`config.mk`:
```
export PLATFORM = sky130hd
export DESIGN_NAME = tmon_status
export DESIGN_NICKNAME = d
export VERILOG_FILES = /design/src/rtl/tmon_pkg.sv /design/src/rtl/tmon_flag.sv /design/src/rtl/tmon_chan.sv /design/src/rtl/tmon_status.sv
export SDC_FILE = /design/constraint.sdc
export NUM_CORES = 1
export LEC_CHECK = 0
export BUFFER_PORTS_ARGS = -buffer_cell sky130_fd_sc_hd__clkbuf_2
export CELL_PAD_IN_SITES_DETAIL_PLACEMENT = 0
export CELL_PAD_IN_SITES_GLOBAL_PLACEMENT = 1
export CORE_ASPECT_RATIO = 1.2
export CORE_UTILIZATION = 32
export DETAILED_ROUTE_END_ITERATION = 6
export GPL_TIMING_DRIVEN = 0
export PLACE_DENSITY = 0.76
export SLEW_MARGIN = 20
export SYNTH_ARGS = -nofsm -noshare
export SYNTH_HDL_FRONTEND = slang
export SYNTH_SLANG_ARGS = --single-unit
export TNS_END_PERCENT = 50
```
`constraint.sdc`:
```
create_clock -name clk_i -period 2.32 [get_ports clk_i]
set_clock_uncertainty 0.1 [all_clocks]
set_input_delay 0.348 -clock clk_i [delete_from_list [all_inputs] [get_ports clk_i]]
set_output_delay 0.348 -clock clk_i [all_outputs]
set_load 0.02 [all_outputs]
```
`src/rtl/tmon_pkg.sv`:
```
package tmon_pkg;
  localparam int TEMP_W = 8;
  localparam int HYST   = 5;
  localparam int NCH    = 2;   // 0 local, 1 remote
  localparam int NFLAG  = 8;

  typedef struct packed {
    logic [TEMP_W-1:0] low;
    logic [TEMP_W-1:0] high;
    logic [TEMP_W-1:0] therm;
    logic [TEMP_W-1:0] crit;
  } lim_t;

  // flag slots
  localparam int F_LLO = 0;
  localparam int F_LHI = 1;
  localparam int F_RLO = 2;
  localparam int F_RHI = 3;
  localparam int F_FLT = 4;
  localparam int F_PSV = 5;
  localparam int F_LCR = 6;
  localparam int F_RCR = 7;
endpackage

```
`src/rtl/tmon_flag.sv`:
```
module tmon_flag #(
  parameter bit HOLD = 1'b0   // 1: ignore read clear
) (
  input  logic clk_i,
  input  logic rst_ni,
  input  logic set_i,
  input  logic clr_i,
  output logic q_o
);
  always_ff @(posedge clk_i or negedge rst_ni) begin
    if (!rst_ni)              q_o <= 1'b0;
    else if (set_i)           q_o <= 1'b1;  // set beats read
    else if (clr_i && !HOLD)  q_o <= 1'b0;
  end
endmodule

```
`src/rtl/tmon_chan.sv`:
```
module tmon_chan
  import tmon_pkg::*;
#(
  parameter int W = TEMP_W,
  parameter int H = HYST
) (
  input  logic         clk_i,
  input  logic         rst_ni,
  input  logic         tick_i,
  input  logic [W-1:0] temp_i,
  input  lim_t         lim_i,
  input  logic         therm_rd_i,
  output logic         low_o,
  output logic         high_o,
  output logic         crit_o,
  output logic         therm_o
);
  localparam int XW = W + 2;

  logic signed [XW-1:0] t_x, th_x;
  logic therm_c, cool_c, therm_set, arm_q;

  assign t_x  = XW'($signed(temp_i));
  assign th_x = XW'($signed(lim_i.therm));

  assign low_o   = $signed(temp_i) <= $signed(lim_i.low);
  assign high_o  = $signed(temp_i) >= $signed(lim_i.high);
  assign crit_o  = $signed(temp_i) >= $signed(lim_i.crit);
  assign therm_c = $signed(temp_i) >  $signed(lim_i.therm);
  assign cool_c  = (t_x + XW'(H)) <= th_x;

  assign therm_set = tick_i && therm_c && arm_q;

  always_ff @(posedge clk_i or negedge rst_ni) begin
    if (!rst_ni) begin
      therm_o <= 1'b0;
      arm_q   <= 1'b1;
    end else begin
      if (therm_set)       therm_o <= 1'b1;
      else if (therm_rd_i) therm_o <= 1'b0;
      // disarm on a read that actually clears the flag, re-arm once cooled
      if (tick_i && cool_c)                           arm_q <= 1'b1;
      else if (therm_rd_i && therm_o && !therm_set)   arm_q <= 1'b0;
    end
  end
endmodule

```
`src/rtl/tmon_status.sv`:
```
module tmon_status
  import tmon_pkg::*;
(
  input  logic              clk_i,
  input  logic              rst_ni,
  input  logic              mon_tick_i,
  input  logic [TEMP_W-1:0] loc_temp_i,
  input  logic [TEMP_W-1:0] rem_temp_i,
  input  logic              rem_fault_i,
  input  logic [TEMP_W-1:0] loc_low_i,
  input  logic [TEMP_W-1:0] loc_high_i,
  input  logic [TEMP_W-1:0] loc_therm_i,
  input  logic [TEMP_W-1:0] loc_crit_i,
  input  logic [TEMP_W-1:0] rem_low_i,
  input  logic [TEMP_W-1:0] rem_high_i,
  input  logic [TEMP_W-1:0] rem_therm_i,
  input  logic [TEMP_W-1:0] rem_crit_i,
  input  logic [TEMP_W-1:0] psv_temp_i,
  input  logic              ctl_src_i,
  input  logic              ie_lim_i,
  input  logic              ie_therm_i,
  input  logic              ie_psv_i,
  input  logic              ie_fail_i,
  input  logic              rd_stat1_i,
  input  logic              rd_stat2_i,
  output logic [7:0]        stat1_o,
  output logic [7:0]        stat2_o,
  output logic [TEMP_W-1:0] rem_temp_o,
  output logic              therm_no,
  output logic              ovr_no,
  output logic              alert_o
);
  localparam logic [NFLAG-1:0] HOLD_MASK = NFLAG'(1) << F_FLT;
  localparam logic [TEMP_W-1:0] T_MIN = {1'b1, {(TEMP_W-1){1'b0}}};

  logic [TEMP_W-1:0] temp   [NCH];
  lim_t              lim    [NCH];
  logic [NCH-1:0]    low_c, high_c, crit_c, therm_q, therm_rd;
  logic [NFLAG-1:0]  f_set, f_clr, f_q;
  logic [TEMP_W-1:0] ctl_temp;
  logic              psv_c;

  // remote sensor substitution
  assign rem_temp_o = (rem_fault_i || f_q[F_FLT]) ? T_MIN : rem_temp_i;

  assign temp[0] = loc_temp_i;
  assign temp[1] = rem_temp_o;
  assign lim[0]  = {loc_low_i, loc_high_i, loc_therm_i, loc_crit_i};
  assign lim[1]  = {rem_low_i, rem_high_i, rem_therm_i, rem_crit_i};
  assign therm_rd[0] = rd_stat2_i;
  assign therm_rd[1] = rd_stat1_i;

  for (genvar c = 0; c < NCH; c++) begin : g_ch
    tmon_chan u_ch (
      .clk_i      (clk_i),
      .rst_ni     (rst_ni),
      .tick_i     (mon_tick_i),
      .temp_i     (temp[c]),
      .lim_i      (lim[c]),
      .therm_rd_i (therm_rd[c]),
      .low_o      (low_c[c]),
      .high_o     (high_c[c]),
      .crit_o     (crit_c[c]),
      .therm_o    (therm_q[c])
    );
  end

  assign ctl_temp = ctl_src_i ? rem_temp_o : loc_temp_i;
  assign psv_c    = $signed(ctl_temp) <= $signed(psv_temp_i);

  always_comb begin
    f_set        = '0;
    f_set[F_LLO] = low_c[0];
    f_set[F_LHI] = high_c[0];
    f_set[F_RLO] = low_c[1];
    f_set[F_RHI] = high_c[1];
    f_set[F_FLT] = rem_fault_i;
    f_set[F_PSV] = psv_c;
    f_set[F_LCR] = crit_c[0];
    f_set[F_RCR] = crit_c[1];
    f_set        = f_set & {NFLAG{mon_tick_i}};

    f_clr        = {NFLAG{rd_stat1_i}};
    f_clr[F_PSV] = rd_stat2_i;
    f_clr[F_LCR] = rd_stat2_i;
    f_clr[F_RCR] = rd_stat2_i;
  end

  for (genvar i = 0; i < NFLAG; i++) begin : g_flag
    tmon_flag #(.HOLD(HOLD_MASK[i])) u_flag (
      .clk_i  (clk_i),
      .rst_ni (rst_ni),
      .set_i  (f_set[i]),
      .clr_i  (f_clr[i]),
      .q_o    (f_q[i])
    );
  end

  assign stat1_o = {f_q[F_LLO], f_q[F_LHI], f_q[F_FLT], therm_q[1],
                    f_q[F_RLO], f_q[F_RHI], 2'b00};
  assign stat2_o = {1'b0, therm_q[0], f_q[F_PSV], f_q[F_LCR], f_q[F_RCR], 3'b000};

  assign therm_no = ~|therm_q;
  assign ovr_no   = ~(f_q[F_LCR] | f_q[F_RCR] | f_q[F_FLT]);
  assign alert_o  = (ie_lim_i   && |{f_q[F_LLO], f_q[F_LHI], f_q[F_RLO], f_q[F_RHI]})
                 || (ie_therm_i && |therm_q)
                 || (ie_psv_i   && f_q[F_PSV])
                 || (ie_fail_i  && f_q[F_FLT])
                 || f_q[F_LCR] || f_q[F_RCR];
endmodule

```
# --- Yosys cells after proc, flatten, opt, wreduce, memory -nomap -nowiden ---
# Index checks and enable logic that the tools add are counted.
word_totals:
  output_inout_bits: 27
  wordCells: 82
  romBits: 0
  mem_bits_rw: 0
  mem_count: 0
  latch_bits: 0
  in_bits: 99
  ff_bits: 12
classes:
  div: 0
  eq_ne: 0
  add_sub_neg: 2
  muxes: 17
  bitwise_logic: 4
  mul: 0
  reduce_logical: 36
  shift: 0
  n_lt_le_gt_ge: 11
op_table:
  columns: ["cell", "n"]
  rows:
  - ["$ge 8x8->1", 4]
  - ["$le 8x8->1", 3]
  - ["$reduce_bool 2->1", 11]
  - ["$add 8x4->9 const B", 2]
  - ["$le 9x8->1", 2]
  - ["$gt 8x8->1", 2]
  - ["$mux 8", 2]
  - ["$mux 1", 15]
  - ["$logic_and 1x1->1", 14]
  - ["$and 8x8->8", 1]
  - ["$logic_or 1x1->1", 6]
  - ["$reduce_or 4->1", 1]
  - ["$logic_not 1->1", 3]
  - ["$or 1x1->1", 2]
  - ["$reduce_or 2->1", 1]
  - ["$not 1->1", 1]

# --- Depth between registers and ports, before layout ---
depth:
  word_depth: 9
  depth_mapped: 13

# --- Hierarchy ---
# From an unflattened synthesis, not the netlist that was laid out.
hier_totals:
  cells_unflattened: 399
  hier_area_um2: 3146.8
by_module_without_submodules:
  columns: ["mod", "n_inst", "cells_each", "area_per_inst_um2", "seq_area_each_um2"]
  rows:
  - ["tmon_chan at g_ch[1].u_ch", 1, 154, 1192.4, 51.3]
  - ["tmon_chan at g_ch[0].u_ch", 1, 156, 1179.9, 51.3]
  - ["tmon_status", 1, 66, 489.2, 0.0]
  - ["tmon_flag at g_flag[0].u_flag ...", 7, 3, 36.3, 25.0]
  - ["tmon_flag at g_flag[4].u_flag", 1, 2, 31.3, 25.0]

# --- Worst setup path after synthesis ---
# No wires, ideal clock.
synth_timing:
  path_type: "register to register"
  from: "reg g_flag[4].u_flag.q_o"
  to: "reg g_ch[1].u_ch.arm_q"
  t_required_ns: 2.138
  path_slack_ns: -0.499
  n_path_buf: 1
  arrival_ns: 2.636
  stages_incl_launch_ff: 13
  cell_sequence: "dfrtp_1 buf_6 nor3b_1 ha_1 o2111ai_1 xor2_1 nor3_1 ha_1 nand4_1 nor2_1 mux2_2 nand2_1 nand3_1"
synth_between:
  elab_chain_len: 8
synth_lines:
  columns: ["item", "line", "text"]
  rows:
  - ["start, declared", "tmon_flag.sv:8", "output logic q_o"]
  - ["start signal, assigned", "tmon_flag.sv:11", "if (!rst_ni) q_o <= 1'b0;"]
  - ["start signal, assigned", "tmon_flag.sv:12", "else if (set_i) q_o <= 1'b1;"]
  - ["start signal, assigned", "tmon_flag.sv:13", "else if (clr_i && !HOLD) q_o <= 1'b0;"]
  - ["$logic_or 1x1->1 *", "tmon_status.sv:44", "assign rem_temp_o = (rem_fault_i || f_q[F_FLT]) ? T_MIN : rem_temp_i;"]
  - ["$mux 8 *", "tmon_status.sv:44", null]
  - ["via rem_temp_o[1]", "tmon_status.sv:28", "output logic [TEMP_W-1:0] rem_temp_o,"]
  - ["branches (longest 6 deep; another with $add 8x4->9)", null, null]
  - ["end signal, assigned", "tmon_chan.sv:37", "arm_q <= 1'b1;"]
  - ["end signal, assigned", "tmon_chan.sv:42", "if (tick_i && cool_c) arm_q <= 1'b1;"]
  - ["end signal, assigned", "tmon_chan.sv:43", "else if (therm_rd_i && therm_o && !therm_set) arm_q <= 1'b0;"]
  - ["end, declared", "tmon_chan.sv:21", "logic therm_c, cool_c, therm_set, arm_q;"]
# Mark *: on every way through the listed nets, which the timed path passes.
# A chain may end at the register's enable or synchronous reset.

# --- Worst setup path after layout ---
layout_timing:
  from: "reg g_flag[4].u_flag.q_o"
  to: "reg g_ch[1].u_ch.arm_q"
layout_between:
  elab_chain_len: 8
layout_lines:
  columns: ["item", "line"]
  rows:
  - ["$logic_or 1x1->1 *", "tmon_status.sv:44"]
  - ["$mux 8 *", "tmon_status.sv:44"]
  - ["branches (longest 6 deep; another with $add 8x4->9)", null]
# Mark *: on every way between the ends.

==> out/qor.csv <==
metric,value,unit
Vias/cell,4.95,
number of max-cap violations,0,
highest clock rate,389,MHz
I/O pins,126,
worst-path fanout max,4,
Final min period,2570,ps
"Hold Vio Cnt, Final",0,
failing checks,negative setup slack,
worst relative slew slack,63.8,%
Reg area,303,sq um
largest net degree at the start of global routing,13,
worst r2r src,g_flag[4].u_flag.q_o,
Die Height,112,um
CTS Buffer Depth,2,
register area share after synthesis,9.33,%
Crit. End Element,flip-flop,
most common cell in the synthesized netlist,ha_1,
RSZ-0062 raised after global routing,true,
Residual DRC,0,
fin. max-slew vios,0,
power density over cell area,297,nW/um^2
post-DP HPWL,8240,um
number of global-route vias before repair,3411,
Post-Route Setup TNS,-533,ps
Num CTS Buffers,3,
"Reg clk slew, reported paths",40,ps
diode count,0,
Critical Path Sink,g_ch[1].u_ch.arm_q,
global route overflow,0,
initial DRC count,86,
Post-synth EDFFs,0,
first-pass GRT wire length,15300,um
"Most Used Layer, Global Route",met2,
kind of critical path,reg2reg,
Yosys top cell area share,33.5,%
Max rail drop VDD,224,uV
via count,3372,
largest area contributor in the netlist,ha_1,
I/O Buffers,119,
status,"complete, but fails checks",
grt met1 use,21.3,%
Post-Syn Area,3250,sq um
Post-synth top cells,"87 x ha_1, 83 x inv_1, 24 x a21oi_1",
synth top area cells,"ha_1 34%, inv_1 9.6%, dfrtp_1 7.7%, a21oi_1 3.7%, buf_4 3.7%",
post-route ant nets,0,
mean routed wirelength per cell,13.8,um
static leakage,2.49,nW
Critical path origin,g_flag[4].u_flag.q_o,
Worst Tran Pin Value,543,ps
routing usage on met2,34.5,%
YS warnings,0,
CTS root buffer,clkbuf_16,
Worst setup SP type,flip-flop,
Nets,745,
hold_ws,218,ps
Skew-Pair Late Insertion Delay,240,ps
Clock H-tree levels,1,
CTS tree,done,
CORE AREA,9710,sq um
Min-Delay Path Class,in2reg,
clock sink total,12,
crit path DAT,2630,ps
CP required,2380,ps
worst reg-to-reg path cell count,13,
final setup vio count,4,
Syn Inst Count,417,
post-route clock period utilization,111,%
Initial Util,33.4,%
Synth Area per Inst,7.79,sq um
share of cells above drive strength 1,34.6,%
Die W,94.0,um
first-pass iteration count of the detailed router,4,
Synth Register Bits,12,
routed wire length,9390,um
RR Endpoint,g_ch[1].u_ch.arm_q,
global-route usage over all layers,18.1,%
Post-synth ARST share,100,%
"Distinct cells, synth",56,
FILL cells,994,
GPL Wtd Cong,0.824,
die area,10600,sq um
reg2reg setup slack,-250,ps
Std-Cell Rows,39,
met3 GRT Util,2.03,%
"Top FF cell, synth",dfrtp_1,
final worst-path setup slack,-253,ps
Layout area overhead,33.6,%
initial antenna violation count,0,
area of the multi-input gates,2610,sq um
==> placed cells by master, fill, tap and decap left out, types with 3 or more instances in the layout <==
master	synthesis	final
nand2_1	10	8
nand4_1	12	12
and3_1	4	4
conb_1	1	6
dfrtp_1	10	10
o21ai_0	23	22
a21oi_2	0	4
xnor2_1	10	10
o2bb2ai_1	4	4
ha_1	87	86
clkbuf_16	0	3
clkbuf_2	0	119
nor2b_1	6	6
o21bai_1	3	3
nor3_1	9	8
a211oi_1	5	4
inv_1	83	81
mux2_2	4	3
a21oi_1	24	19
o211ai_1	6	6
a21o_1	7	7
buf_4	16	26
a221o_1	5	5
o21a_1	4	4
nor3b_1	4	3
buf_6	1	3
nand3_1	10	9
nor2_1	17	16
nand2b_1	5	4
xor2_1	5	5
==> per-layer routing <==
layer | routed length (um) | share of wire (%)
met1 | 3940 | 42
met2 | 4870 | 52
met3 | 443 | 4.7
met4 | 133 | 1.4
met5 | 0 | 0
==> cells by family (layout without fill, tap and decap cells) <==
kind of cell / Yosys count / after routing / synth area share (%)
adder cells (fa/ha/maj): 89 / 89 / 34.1
other: 1 / 6 / 0.115
XOR/XNOR: 15 / 15 / 4.05
multiplexers: 5 / 5 / 1.70
buffers and inverters: 105 / 241 / 14.4
AO/OA/AOI/OAI: 101 / 101 / 21.0
AND/OR/NAND/NOR: 89 / 89 / 15.3
flip-flops: 12 / 12 / 9.33
==> through the flow <==
stage	cells	worst slack (ps)	utilization, %	area, sq um	power (mW)
6_report	681	-253	44.7	4340	1.29
3_3_place_gp	664	-442	41.6	4040	0.917
5_1_grt	681	-369	44.7	4340	1.41
2_1_floorplan	422	-118	-	3290	0.689
4_1_cts	678	-217	44.0	4270	1.30
3_5_place_dp	664	-440	41.6	4040	0.935
==> what timing repair did <==
| action | in CTS | in global routing |
|---|---|---|
| pin swaps | 15 | 9 |
| gates resized for setup | 18 | 10 |
| setup endpoints to repair | 6 | 7 |
| hold buffers | 1 | 0 |
| endpoints found under the hold margin | 10 | 0 |
| setup buffers | 9 | 3 |
==> report_power, final <==
group	internal, mW	switching [mW]	leakage [nW]	total (mW)
clock	0.260	0.0859	0.0442	0.346
combinational	0.312	0.345	2.30	0.656
sequential	0.253	0.0345	0.141	0.288
total	0.825	0.465	2.49	1.29
==> how the worst min path moves through the flow <==
| stage | start | endpoint | slack, ps | cells after the start |
|---|---|---|---|---|
| after floorplan | rst_ni | g_ch[0].u_ch.therm_o | -50 | 0 |
| after global placement | rst_ni | g_flag[4].u_flag.q_o | 150 | 1 |
| after detailed placement | rst_ni | g_flag[4].u_flag.q_o | 150 | 1 |
| after CTS | rd_stat2_i | g_ch[0].u_ch.therm_o | 220 | 2 |
| after global routing | rd_stat2_i | g_ch[0].u_ch.therm_o | 220 | 2 |
| final | rd_stat2_i | g_ch[0].u_ch.therm_o | 220 | 2 |
==> state kept, by name, indices dropped and copies added (netlist names) <==
| name | flops |
|---|---|
| g_ch.u_ch.therm_o | 2 |
| g_ch.u_ch.arm_q | 2 |
| g_flag.u_flag.q_o | 8 |
==> worst max-delay path, stage by stage, from the launching register on <==
cell and delay, ps:
dfrtp_1 380, buf_6 140, nor2_4 150, and2_4 190, ha_4 140, o2111ai_2 110, xor2_1 160, nor3_1 150
ha_1 290, nand4_1 190, nor2_2 80, mux2_4 270, nand2_2 70, nand3_2 70
==> area by class of cell <==
| type | count | share of cell area, % |
|---|---|---|
| plain buffers | 21 | 3.69 |
| multi-input cells | 305 | 60.1 |
| repair buffers | 132 | 16.2 |
| flip-flops and latches | 12 | 6.98 |
| well taps | 123 | 3.55 |
| clock buffers | 4 | 2.05 |
| inverters | 84 | 7.38 |
No activity file was read; power rests on OpenSTA's default activity.
